<file path="config.mk">
export PLATFORM = sky130hd
export DESIGN_NAME = gpx_bank
export DESIGN_NICKNAME = d
export VERILOG_FILES = /design/src/rtl/gpx_pkg.sv /design/src/rtl/gpx_sync.sv /design/src/rtl/gpx_regs.sv /design/src/rtl/gpx_rdmux.sv /design/src/rtl/gpx_bank.sv
export SDC_FILE = /design/constraint.sdc
export NUM_CORES = 1
export LEC_CHECK = 0
export ABC_AREA = 1
export BUFFER_PORTS_ARGS = -buffer_cell sky130_fd_sc_hd__buf_4
export CORE_MARGIN = 1
export CORE_UTILIZATION = 40
export DETAILED_ROUTE_END_ITERATION = 8
export GPL_ROUTABILITY_DRIVEN = 0
export GPL_TIMING_DRIVEN = 1
export PLACE_DENSITY = 0.61
export SYNTH_ARGS = -nofsm -noshare
export SYNTH_HDL_FRONTEND = slang
export SYNTH_SLANG_ARGS = --single-unit
</file>
<file path="constraint.sdc">
create_clock -name clk -period 2.7 [get_ports clk]
set_input_delay 0.135 -clock clk [delete_from_list [all_inputs] [get_ports clk]]
set_output_delay 0.135 -clock clk [all_outputs]
set_load 0.02 [all_outputs]
</file>
<file path="src/rtl/gpx_pkg.sv">
package gpx_pkg;
    localparam int PTR_W = 8;

    typedef logic [PTR_W-1:0] ptr_t;

    typedef enum logic [1:0] {
        SEL_IN  = 2'd0,
        SEL_OUT = 2'd1,
        SEL_POL = 2'd2,
        SEL_DIR = 2'd3
    } sel_e;

    typedef struct packed {
        logic hit;
        sel_e sel;
    } dec_t;

    function automatic dec_t decode_ptr(ptr_t p);
        dec_t d;
        d.hit = (p < ptr_t'(4));
        d.sel = sel_e'(p[1:0]);
        return d;
    endfunction
endpackage

</file>
<file path="src/rtl/gpx_sync.sv">
module gpx_sync #(
    parameter int W      = 8,
    parameter int STAGES = 2
) (
    input  logic         clk,
    input  logic         srst,
    input  logic [W-1:0] d,
    output logic [W-1:0] q
);
    logic [W-1:0] stg [STAGES];

    always_ff @(posedge clk) begin
        if (srst) begin
            for (int i = 0; i < STAGES; i++) stg[i] <= '1;
        end else begin
            stg[0] <= d;
            for (int i = 1; i < STAGES; i++) stg[i] <= stg[i-1];
        end
    end

    assign q = stg[STAGES-1];
endmodule

</file>
<file path="src/rtl/gpx_regs.sv">
module gpx_regs #(
    parameter int W = 8
) (
    input  logic          clk,
    input  logic          srst,
    input  gpx_pkg::dec_t wdec,
    input  logic          wr_en,
    input  logic [W-1:0]  wr_data,
    output logic [W-1:0]  out_q,
    output logic [W-1:0]  pol_q,
    output logic [W-1:0]  dir_q
);
    import gpx_pkg::*;

    logic wr_ok;
    assign wr_ok = wr_en && wdec.hit;

    always_ff @(posedge clk) begin
        if (srst) begin
            out_q <= '1;
            pol_q <= '0;
            dir_q <= '1;
        end else if (wr_ok) begin
            case (wdec.sel)
                SEL_OUT: out_q <= wr_data;
                SEL_POL: pol_q <= wr_data;
                SEL_DIR: dir_q <= wr_data;
                default: ;
            endcase
        end
    end
endmodule

</file>
<file path="src/rtl/gpx_rdmux.sv">
module gpx_rdmux #(
    parameter int W = 8
) (
    input  gpx_pkg::dec_t rdec,
    input  logic [W-1:0]  pins_s,
    input  logic [W-1:0]  out_q,
    input  logic [W-1:0]  pol_q,
    input  logic [W-1:0]  dir_q,
    output logic [W-1:0]  rd_data
);
    import gpx_pkg::*;

    always_comb begin
        rd_data = '0;
        if (rdec.hit) begin
            unique case (rdec.sel)
                SEL_IN:  rd_data = pins_s ^ pol_q;
                SEL_OUT: rd_data = out_q;
                SEL_POL: rd_data = pol_q;
                SEL_DIR: rd_data = dir_q;
            endcase
        end
    end
endmodule

</file>
<file path="src/rtl/gpx_bank.sv">
module gpx_bank #(
    parameter int W           = 8,
    parameter int SYNC_STAGES = 2
) (
    input  logic                  clk,
    input  logic                  srst,
    input  logic [gpx_pkg::PTR_W-1:0] ptr,
    input  logic                  wr_en,
    input  logic [W-1:0]          wr_data,
    output logic [W-1:0]          rd_data,
    input  logic [W-1:0]          pin_in,
    output logic [W-1:0]          pin_out,
    output logic [W-1:0]          pin_oe
);
    import gpx_pkg::*;

    dec_t         dec;
    logic [W-1:0] pins_s;
    logic [W-1:0] out_q, pol_q, dir_q;

    assign dec = decode_ptr(ptr);

    gpx_sync #(.W(W), .STAGES(SYNC_STAGES)) u_sync (
        .clk (clk),
        .srst(srst),
        .d   (pin_in),
        .q   (pins_s)
    );

    gpx_regs #(.W(W)) u_regs (
        .clk    (clk),
        .srst   (srst),
        .wdec   (dec),
        .wr_en  (wr_en),
        .wr_data(wr_data),
        .out_q  (out_q),
        .pol_q  (pol_q),
        .dir_q  (dir_q)
    );

    gpx_rdmux #(.W(W)) u_rdmux (
        .rdec   (dec),
        .pins_s (pins_s),
        .out_q  (out_q),
        .pol_q  (pol_q),
        .dir_q  (dir_q),
        .rd_data(rd_data)
    );

    assign pin_out = out_q;
    assign pin_oe  = ~dir_q;
endmodule

</file>
==> run metrics <==
Largest stage delay, worst path=0.56 ns; worst path cell trace=buf_4 > nor2_1 > inv_2 > nor2_4 > o21ai_0 > nor2_1 > buf_4; Final min period=1.701 ns; Fmax=588.0 MHz; Buffers on Ports=50; Clock power frac=41.9%; Worst Path Buf+Inv=3; outcome=completed; Comb pwr share=8.6%; relative slew slack=47.40%; CTS tree=yes; number of DRC markers in iteration 0=121; Async SR Flop Fraction=0%; # DRC=0; Yosys reg bits=40; Post-CTS Setup Bufs=0; Final #Nets=321; Synth cell types=19; antenna-violating nets left=0; CTS Hold Bufs=0; core area=0.004354 mm^2; gr busiest metal=met2; CP max FO=34; post-synth net total=275; Critical Path Source Type=input pin; CTS clk-pin slew, worst paths=0.08 ns; Worst Skew=roughly 0.00021 ns; CP top delay family=simple AND/OR/NAND/NOR gates; M2 GR Usage=29.88%; global-route wire length before repair=7.044 mm; top cells by count, synth=dfxtp_1 (40), nand2_1 (40), nor2_1 (28), inv_1 (25), nand4_1 (25); Die H=69.33 um; Initial Util=41.64%; max cap viols=0; Leakage=0.001178 uW; cell internal pwr=948.6 uW; unrepaired setup endpoints after global routing=false; Yosys top cell by area=dfxtp_1; layout cell share with drive strength beyond 1=28.47%; Tightest Pin Transition=0.7881 ns; Top FF cell, synth=dfxtp_1; Syn Std Cell Area=0.001813 mm^2; PD cells=between 500 and 600 mW/mm^2; WL/cell=about 12 um; row count=24; worst skew pair latency=0.29 ns; Worst EP arrival=1.57 ns; Peak VDD IR=~0.40 mV; vias in the first global route=between 1500 and 2000; syn avg cell area=approximately 7.3 um^2; die footprint=0.004806 mm^2; Area contributors post-synth=dfxtp_1 (44%), nand4_1 (8.6%), nand2_1 (8.3%), nor2_1 (5.8%), or2_2 (5.5%); Congestion Overflow GR=0; cell count after synthesis=around 250; Vias=roughly 1800; Sw Share=22.24%; GRT Overall Usage=18.19%; CP endpoint kind=output pin; Setup-failing EPs final=0; IO Pins=51; Final Max Slew Viols=0; top-area cell type share of the netlist area=around 44%; Post-synth EDFFs=0; met1 global-route usage=23.81%; Crit Path Category=in2out; fin crit share=62.99%; first drt pass iteration count=6; Ys Warns=0; Root Buffer=clkbuf_8; Area growth syn-to-layout=28.23%; CTS sink cnt=40; initial antenna violation count=0; largest net degree at the start of global routing=35; Detailed Place HPWL=a little over 3 mm; ANT cells=0; Net Sw Power=271.3 uW; clk buf depth=2; Routed WL=4.319 mm; Tot Pwr=1220 uW; Seq pwr share=49.5%; Slowest-stage cell, CP=nor2_4; M3 GR Usage=4.506%; Worst EP required=2.57 ns; Die Span X=69.33 um; HP Class=in2reg; Inserted Clock Buffers=5; post-route setup TNS=0 ns; Final Hold Viols=0; H-tree depth=2; cts repair resizes=0; post-synthesis sequential area ratio=44.17%; vias per inst=5.110
==> registers in the layout, summed over array words and instances, names as in the netlist <==
| signal | count |
|---|---|
| u_regs.dir_q | 8 |
| u_regs.out_q | 8 |
| u_regs.pol_q | 8 |
| u_sync.stg | 16 |
==> placed cells by master, fill, tap and decap left out, drive strengths merged, types with 6 or more instances in the layout <==
master / count
a21oi: 6
inv: 30
nand2: 40
dfxtp: 40
or2: 16
nor2: 32
clkbuf: 6
nand4: 25
nand3: 18
o21a: 6
o21ai: 22
buf: 50
==> kinds of logic after synthesis <==
| group | share of synthesized area (%) |
|---|---|
| buf+inv | 8.972 |
| flops | 44.17 |
| compound gates | 10.90 |
| simple gates | 35.96 |
==> power groups by stage <==
stage / Clock [uW] / Combinational (uW) / Sequential, uW
2_1_floorplan: 0 / 57.4 / 618
3_3_place_gp: 0 / 103 / 618
3_5_place_dp: 0 / 104 / 618
4_1_cts: 522 / 105 / 604
5_1_grt: 546 / 117 / 606
6_report: 511 / 105 / 604
==> per-layer routing <==
metal	share of wire [%]	wire length, um
met1	45	1959
met2	48	2074
met5	0	0
met4	0.88	38
met3	5.7	246
==> stage by stage <==
stage / cell area [um^2] / std cells / hold WS, ns / worst slack, ns / utilization [%]
finish: 2325 / 347 / 0.01766 / 0.9994 / 53.39
floorplan: 1813 / 248 / 0.2388 / 1.436 / -
global placement: 2203 / 339 / 0.3185 / 0.9243 / 50.60
global route: 2325 / 347 / 0.002990 / 0.8573 / 53.39
CTS: 2325 / 347 / 0.01124 / 0.9899 / 53.39
detailed placement: 2203 / 339 / 0.3215 / 0.8903 / 50.60
==> final cells by class <==
class	instances	area, um^2
clock buffer	6	82.58
clock inverter	2	38.79
fill	437	2029
inverter	30	112.6
multi-input combinational	167	849.6
sequential	40	800.8
tap	52	65.06
timing repair buffer	50	375.4
==> final timing paths <==
check / startpoint / end / slack (ns) / depth (start not counted)
worst max-delay path: ptr[7] / rd_data[3] / 1.0 / 7
worst min-delay path: pin_in[2] / u_sync.stg[0][2] / 0.02 / 2
worst max register to register: u_sync.stg[0][2] / u_sync.stg[0][10] / 2.04 / 1
worst min register to register: u_sync.stg[0][3] / u_sync.stg[0][11] / 0.41 / 1
Note: power is estimated with default switching activity, not from simulation.
